===== config.mk =====
export PLATFORM = sky130hd
export DESIGN_NAME = supply_reset_seq
export DESIGN_NICKNAME = d
export VERILOG_FILES = /design/src/rtl/supply_reset_seq.sv
export SDC_FILE = /design/constraint.sdc
export NUM_CORES = 1
export LEC_CHECK = 0
export ABC_AREA = 1
export BUFFER_PORTS_ARGS = -buffer_cell sky130_fd_sc_hd__buf_2
export CORE_MARGIN = 2
export CORE_UTILIZATION = 50
export CTS_BUF_LIST = sky130_fd_sc_hd__clkbuf_16
export CTS_CLUSTER_SIZE = 10
export DETAILED_ROUTE_END_ITERATION = 8
export PLACE_DENSITY = 0.78
export SETUP_SLACK_MARGIN = 0.05
export SYNTH_ARGS = -nofsm -noshare
export SYNTH_HDL_FRONTEND = slang
export SYNTH_SLANG_ARGS = --single-unit

===== constraint.sdc =====
create_clock -name clk -period 2.5 [get_ports clk]
set_input_delay 0.25 -clock clk [delete_from_list [all_inputs] [get_ports clk]]
set_output_delay 0.25 -clock clk [all_outputs]
set_load 0.1 [all_outputs]

===== src/rtl/supply_reset_seq.sv =====
module supply_reset_seq #(
  parameter int CLK_HZ    = 2000,
  parameter int SHORT_CYC = 16,
  parameter int NREQ      = 2,
  parameter int DW        = 8,
  parameter int FLAG_BIT  = 1,
  parameter int VEC_W     = 16,
  parameter int ALWAYS_ON = 0
) (
  input  logic             clk,
  input  logic             supply_ok,
  input  logic             mon_en,
  input  logic [NREQ-1:0]  rst_req,
  input  logic             reg_wr,
  input  logic [DW-1:0]    reg_wdata,
  output logic             por_flag,
  output logic             rst_n,
  output logic [VEC_W-1:0] rst_vec
);

  localparam int TMO   = CLK_HZ / 10;
  localparam int CW_T  = $clog2(TMO + 1);
  localparam int CW_S  = $clog2(SHORT_CYC + 1);
  localparam int CW    = (CW_T > CW_S) ? CW_T : CW_S;
  localparam logic [CW-1:0] TMO_LAST = CW'(TMO - 1);
  localparam logic [CW-1:0] SHT_LAST = CW'(SHORT_CYC - 1);

  typedef enum logic [1:0] {PH_POR, PH_SHORT, PH_RUN} phase_t;

  phase_t        phase;
  logic [CW-1:0] cnt;
  logic [1:0]    sync;
  logic          flag_q, rst_q;

  wire mon_on = (ALWAYS_ON != 0) | mon_en;
  wire arst_n = supply_ok | ~mon_on;
  wire good   = sync[1];
  wire sw_por = reg_wr & reg_wdata[FLAG_BIT];
  wire any_rq = |rst_req;

  always_ff @(posedge clk or negedge arst_n)
    if (!arst_n) sync <= 2'b00;
    else         sync <= {sync[0], 1'b1};

  always_ff @(posedge clk or negedge arst_n) begin
    if (!arst_n) begin
      phase  <= PH_POR;
      cnt    <= '0;
      flag_q <= 1'b1;
      rst_q  <= 1'b0;
    end else begin
      case (phase)
        PH_POR: if (good) begin
          if (cnt == TMO_LAST) begin
            phase <= PH_RUN;
            rst_q <= 1'b1;
            cnt   <= '0;
          end else cnt <= cnt + 1'b1;
        end
        PH_SHORT: begin
          if (any_rq) cnt <= '0;
          else if (cnt == SHT_LAST) begin
            phase <= PH_RUN;
            rst_q <= 1'b1;
            cnt   <= '0;
          end else cnt <= cnt + 1'b1;
        end
        PH_RUN: begin
          if (sw_por) begin
            phase  <= PH_POR;
            flag_q <= 1'b1;
            rst_q  <= 1'b0;
            cnt    <= '0;
          end else if (any_rq) begin
            phase  <= PH_SHORT;
            flag_q <= 1'b0;
            rst_q  <= 1'b0;
            cnt    <= '0;
          end
        end
        default: phase <= PH_POR;
      endcase
    end
  end

  assign rst_n    = rst_q;
  assign por_flag = flag_q;
  assign rst_vec  = '0;

  logic [31:0] low_len;
  always_ff @(posedge clk or negedge arst_n)
    if (!arst_n)    low_len <= '0;
    else if (rst_q) low_len <= '0;
    else            low_len <= low_len + 1;

  p_low_while_unsynced_r1: assert property (@(posedge clk) disable iff (!arst_n)
    !good |-> !rst_n);

  p_por_release_len_r2: assert property (@(posedge clk) disable iff (!arst_n)
    $rose(rst_n) && por_flag |-> low_len >= TMO);

  p_sw_por_r5: assert property (@(posedge clk) disable iff (!arst_n)
    rst_n && sw_por |=> !rst_n && por_flag);

  p_req_short_r6: assert property (@(posedge clk) disable iff (!arst_n)
    rst_n && any_rq && !sw_por |=> !rst_n && !por_flag);

  p_short_len_r6: assert property (@(posedge clk) disable iff (!arst_n)
    $rose(rst_n) && !por_flag |-> low_len >= SHORT_CYC);

  p_run_hold_r5: assert property (@(posedge clk) disable iff (!arst_n)
    rst_n && !sw_por && !any_rq |=> rst_n && $stable(por_flag));

endmodule


# --- Word level (Yosys, flattened, before mapping) ---
# Cells that the tools add are included.
totals:
  in_bits: 14
  elab_cells: 48
  out_inout_bits: 18
  ff_bits: 14
op_classes:
  n_mux: 22
  n_reduce_logical: 8
  eq_ne: 9
  add_sub_neg: 1
  n_bitwise: 3
op_table:
  columns: ["op", "count"]
  rows:
  - ["$mux 8", 6]
  - ["$pmux 8 s3", 1]
  - ["$mux 2", 6]
  - ["$add 8x1->8 const B", 1]
  - ["$eq 8x4->1 const B", 1]
  - ["$eq 8x8->1 const B", 1]
  - ["$ne 2x2->1 const B", 4]
  - ["$mux 1", 7]
  - ["$pmux 2 s3", 1]
  - ["$reduce_and 6->1", 1]
  - ["$reduce_and 5->1", 1]
  - ["$ne 3x3->1 const B", 1]
  - ["$pmux 1 s3", 1]
  - ["$reduce_and 3->1", 1]
  - ["$reduce_bool 3->1", 1]
  - ["$eq 2x1->1 const B", 1]
  - ["$eq 2x2->1 const B", 1]
  - ["$logic_not 2->1", 1]
  - ["$reduce_and 2->1", 1]
  - ["$reduce_bool 2->1", 1]
  - ["$reduce_or 2->1", 1]
  - ["$and 1x1->1", 1]
  - ["$not 1->1", 1]
  - ["$or 1x1->1", 1]

# --- Depth between registers and ports, before layout ---
logic_depth:
  word_depth: 4
  depth_mapped: 11
  ltp_nobuf: 11

# --- Least setup slack after synthesis ---
# OpenSTA, ideal clock, no wires.
synth_timing:
  kind: "flip-flop to flip-flop"
  startpoint: "reg phase[0]"
  endpoint: "reg cnt[3]"
  setup_ns: 0.120
  stages_incl_launch_ff: 10
  path_slack_ns: 1.102
  required_time_ns: 2.380
  path_buffers: 0
  synth_period_minus_slack_ns: 1.398
  t_arrival_ns: 1.278
  cell_sequence: "dfrtp_1 -> inv_1 -> ha_1 -> nand2_2 -> nand2_2 -> clkinv_2 -> nand2_4 -> nor2_4 -> nand2_1 -> and3_1"
synth_between:
  elab_chain_len: 3
  elab_cells_between_ends: 8
  cone_classes: "eq/ne (4); mux (1); reduce/logical (3)"
synth_rtl:
  columns: ["item", "line_no", "source"]
  rows:
  - ["start, declared", "30", "phase_t phase;"]
  - ["start signal, assigned", "47", "phase <= PH_POR;"]
  - ["start signal, assigned", "55", "phase <= PH_RUN;"]
  - ["start signal, assigned", "63", "phase <= PH_RUN;"]
  - ["$eq 2x2->1 (tied with other cells)", "52", "case (phase)"]
  - ["$ne 3x3->1 (no source line) (tied with other cells)", null, null]
  - ["$reduce_and 3->1 (no source line)", null, null]
  - ["end signal, assigned", "58", "end else cnt <= cnt + 1'b1;"]
  - ["end signal, assigned", "66", "end else cnt <= cnt + 1'b1;"]
  - ["end, declared", "31", "logic [CW-1:0] cnt;"]
# Several ways; a longest one is shown, not always the timed one.
# A chain may end at the register's enable or synchronous reset.

# --- Final worst setup path ---
# Ends and elaborated chain as after synthesis.

==> impl_metrics.py <==
metrics = {
    "global_route": {
        "groute.usage.overall": 0.174,
        "grt-ovfl-total": 0,
        "first_global_vias": 814,
        "grt_antenna_before_repair": 0,
        "grt_first_pass_wirelength_mm": 3.33,
        "grt_start_max_net_pins": 15,
    },
    "sta": {
        "sum_of_negative_setup_slack_ps": 0,
        "finalHoldWorstSlack_ps": 65.4,
        "setup_viol": 0,
        "timing.clock.skew_ps": 0.972,
        "slew_headroom": 0.614,
        "finalWorstSetupSlack_ps": 883,
        "timing_hold_violations_final": 0,
        "setup_repair_after_global_routing_missed_its_margin": "no",
        "fmax_mhz": 618,
        "report.final.slew_viol_count": 0,
        "post-route-period-util": 0.647,
        "max_slew.worst_pin.slew_ps": 577,
        "layout_min_cycle_time_ps": 1620,
    },
    "die": {
        "die_h_um": 50.3,
        "core_area_sq_um": 1980,
        "die_width_um": 50.3,
        "floorplan.die_area_sq_um": 2530,
        "top_level_ports": 32,
        "num_rows": 16,
        "effective_utilization_at_floorplan": 0.540,
    },
    "drt": {
        "finalWirelength_mm": 1.92,
        "dr.first_iter.drc_count": 15,
        "drt_pass1_iterations": 4,
        "route.detailed.drc": 0,
        "routedWlPerCell_um": 10.6,
        "route.antenna.remaining_nets": 0,
        "num_vias": 882,
        "routed_via_density": 4.85,
    },
    "synthesis": {
        "synth.lib_cells_used.distinct": 24,
        "ys_ff_latch": 14,
        "top_cell_type_by_total_area_after_synthesis": "sky130_fd_sc_hd__dfrtp_1",
        "netlist.area_leader.share": 0.304,
        "syn_avg_cell_area_sq_um": 7.43,
        "synth.cell_area_sq_um": 1070,
        "number_of_warnings_reported_in_the_yosys_synthesis_log": 0,
        "synthesis.instances": 144,
        "synth-seq-area-share": 0.329,
        "yosys-top-cells-area": "sky130_fd_sc_hd__dfrtp_1 30%, sky130_fd_sc_hd__buf_4 11%, sky130_fd_sc_hd__nand2_1 11%, sky130_fd_sc_hd__ha_1 7.0%, sky130_fd_sc_hd__inv_1 6.7%",
    },
    "power_and_ir_drop": {
        "pwr-share-clk": 0.219,
        "power.static_leakage_nw": 0.626,
        "seq_power_share": 0.248,
        "power.combinational.fraction": 0.533,
        "cellInternalPower_mw": 0.698,
        "worst_ir_drop_vdd_v": 0.000705,
        "cellPowerDensity_nw_per_um2": 1200,
        "power_switching_mw": 0.692,
        "post-layout-total-power_mw": 1.39,
        "switching_share": 0.498,
    },
    "worst_setup_path": {
        "critPathMostFrequentCell": "sky130_fd_sc_hd__nand2_2",
        "longest_individual_stage_delay_on_the_worst_path_ps": 420,
        "endpoint_kind": "flop",
        "path_class": "flop to flop",
        "crit_path_top_delay_cell": "sky130_fd_sc_hd__dfrtp_1",
        "crit_arrival_ps": 1750,
        "required_worst_endpoint_ps": 2630,
        "worst-path-buf-inv": 1,
        "critPathTopFamily": "simple AND/OR/NAND/NOR gates",
        "crit_path_start_kind": "flop",
        "list_of_cells_traversed_by_the_critical_path": "inv_1, ha_1, nand2_2, nand2_2, nor2_2, nand3_2, and3_1",
        "timing.critical_path.fanout_max": 5,
    },
    "final_layout": {
        "layout.core_utilization": 0.585,
        "drive_above_1_share": 0.168,
        "finalNonFillerCells": 182,
        "most-common-layout-cells": "31 x sky130_fd_sc_hd__nand2_1, 19 x sky130_fd_sc_hd__inv_1, 17 x sky130_fd_sc_hd__conb_1, 13 x sky130_fd_sc_hd__dfrtp_1, 12 x sky130_fd_sc_hd__nor2_1",
        "area.sequential_sq_um": 352,
        "finalNetCount": 176,
        "diodes": 0,
        "nFillCells": 187,
        "synthToLayoutAreaGrowth_pct": 8.30,
        "post_route_cell_area_sq_um": 1160,
        "layout.cells.most_common": "sky130_fd_sc_hd__nand2_1",
        "area_used_by_multi_input_combinational_logic_sq_um": 578,
    },
    "job": {
        "cap_viol_max_count": 0,
    },
    "clock_tree": {
        "cts.path.max_buffers": 2,
        "clock_tree.htree_level_count": 1,
        "clk_root_buffer_cell": "sky130_fd_sc_hd__clkbuf_16",
        "cts.repair_timing.setup_buffer_count": 0,
        "postCtsResizedCells": 0,
        "cts_num_sinks": 14,
        "tritoncts": "yes",
        "cts.reportedPaths.clkPinSlew_ps": 50,
        "latest_clock_arrival_within_the_worst_skew_pair_ps": 240,
        "cts_made_buffers": 3,
        "cts-hold-fix-buffers": 0,
    },
    "placed_design": {
        "post-place-ws_ps": 921,
        "portBuffers": 8,
        "post-place-cells": 178,
        "finalWeightedCongestion": 0.882,
        "detailed_place.area_sq_um": 1080,
        "post_detailed_placement_half_perimeter_wirelength_mm": 1.47,
    },
    "min_path": {
        "min_path_type": "input pin to asynchronous set/reset pin",
    },
    "status": {
        "outcome": "complete, no violations",
    },
}
[sequential cells by signal, indices dropped and copies added (netlist names)]
register  count
por_flag      1
rst_n         1
sync          2
cnt           8
phase         2
[cells by family (layout without fill, tap and decap cells)]
| group | count (synthesis) | count (layout) | share of synthesized area |
|---|---|---|---|
| other | 2 | 17 | 0.00702 |
| AO/OA/AOI/OAI | 16 | 16 | 0.0842 |
| buffers and inverters | 36 | 32 | 0.184 |
| adder cells (fa/ha/maj) | 6 | 6 | 0.0702 |
| AND/OR/NAND/NOR | 70 | 70 | 0.326 |
| flip-flops | 14 | 14 | 0.329 |
[routing by layer]
layer	vias to the layer above	GRT usage	wire length, um
met5	-	0	0
li1	442	-	-
met4	0	0.0648	25
met2	30	0.307	902
met3	5	0.0446	122
met1	405	0.202	872
[area by class of cell]
| cell class | count | area share |
|---|---|---|
| clock buffer | 3 | 0.0648 |
| clock inverter | 1 | 0.00324 |
| inverter | 20 | 0.0659 |
| multi-input combinational | 109 | 0.499 |
| sequential | 14 | 0.303 |
| tap | 27 | 0.0292 |
| timing repair buffer | 8 | 0.0346 |
[Yosys cell counts]
master,number
sky130_fd_sc_hd__o21bai_1,4
sky130_fd_sc_hd__ha_1,6
sky130_fd_sc_hd__nor2_2,3
sky130_fd_sc_hd__nand3_1,7
sky130_fd_sc_hd__clkinv_2,1
sky130_fd_sc_hd__conb_1,2
sky130_fd_sc_hd__nor2_1,12
sky130_fd_sc_hd__buf_4,16
sky130_fd_sc_hd__o21ai_0,6
sky130_fd_sc_hd__nor3_1,2
sky130_fd_sc_hd__and3_1,1
sky130_fd_sc_hd__nand2_2,4
sky130_fd_sc_hd__dfstp_2,1
sky130_fd_sc_hd__nand3_2,1
sky130_fd_sc_hd__nand2_4,1
sky130_fd_sc_hd__a21oi_1,4
sky130_fd_sc_hd__nand4_1,4
sky130_fd_sc_hd__nor2_4,2
sky130_fd_sc_hd__or2_2,1
sky130_fd_sc_hd__inv_1,19
sky130_fd_sc_hd__dfrtp_1,13
sky130_fd_sc_hd__nand3_4,1
sky130_fd_sc_hd__o21ai_1,2
sky130_fd_sc_hd__nand2_1,31
[worst paths after layout]
check / from / endpoint / slack (ps) / cells past startpoint
max: phase[0] / cnt[3] / 880 / 7
min: mon_en / cnt[2] / 70 / 2
max reg2reg: phase[0] / cnt[3] / 880 / 7
min reg2reg: sync[0] / sync[1] / 340 / 0
max in group asynchronous: supply_ok / phase[1] / 2060 / 3
min in group clk: sync[0] / sync[1] / 340 / 0
[power groups by stage]
stage	sequential (mW)	clock [mW]	combinational, mW
final	0.344	0.304	0.741
after global routing	0.354	0.325	0.815
after CTS	0.344	0.309	0.741
after detailed placement	0.346	0	0.735
after global placement	0.339	0	0.720
after floorplan	0.459	0	0.524
[worst reg2reg max path, stage by stage, from the launching register on]
cell and delay [ps]:
sky130_fd_sc_hd__dfrtp_1 420, sky130_fd_sc_hd__inv_1 110, sky130_fd_sc_hd__ha_1 260, sky130_fd_sc_hd__nand2_2 100, sky130_fd_sc_hd__nand2_2 80, sky130_fd_sc_hd__nor2_2 200
sky130_fd_sc_hd__nand3_2 160, sky130_fd_sc_hd__and3_1 180
(Power assumes the default switching activity.)
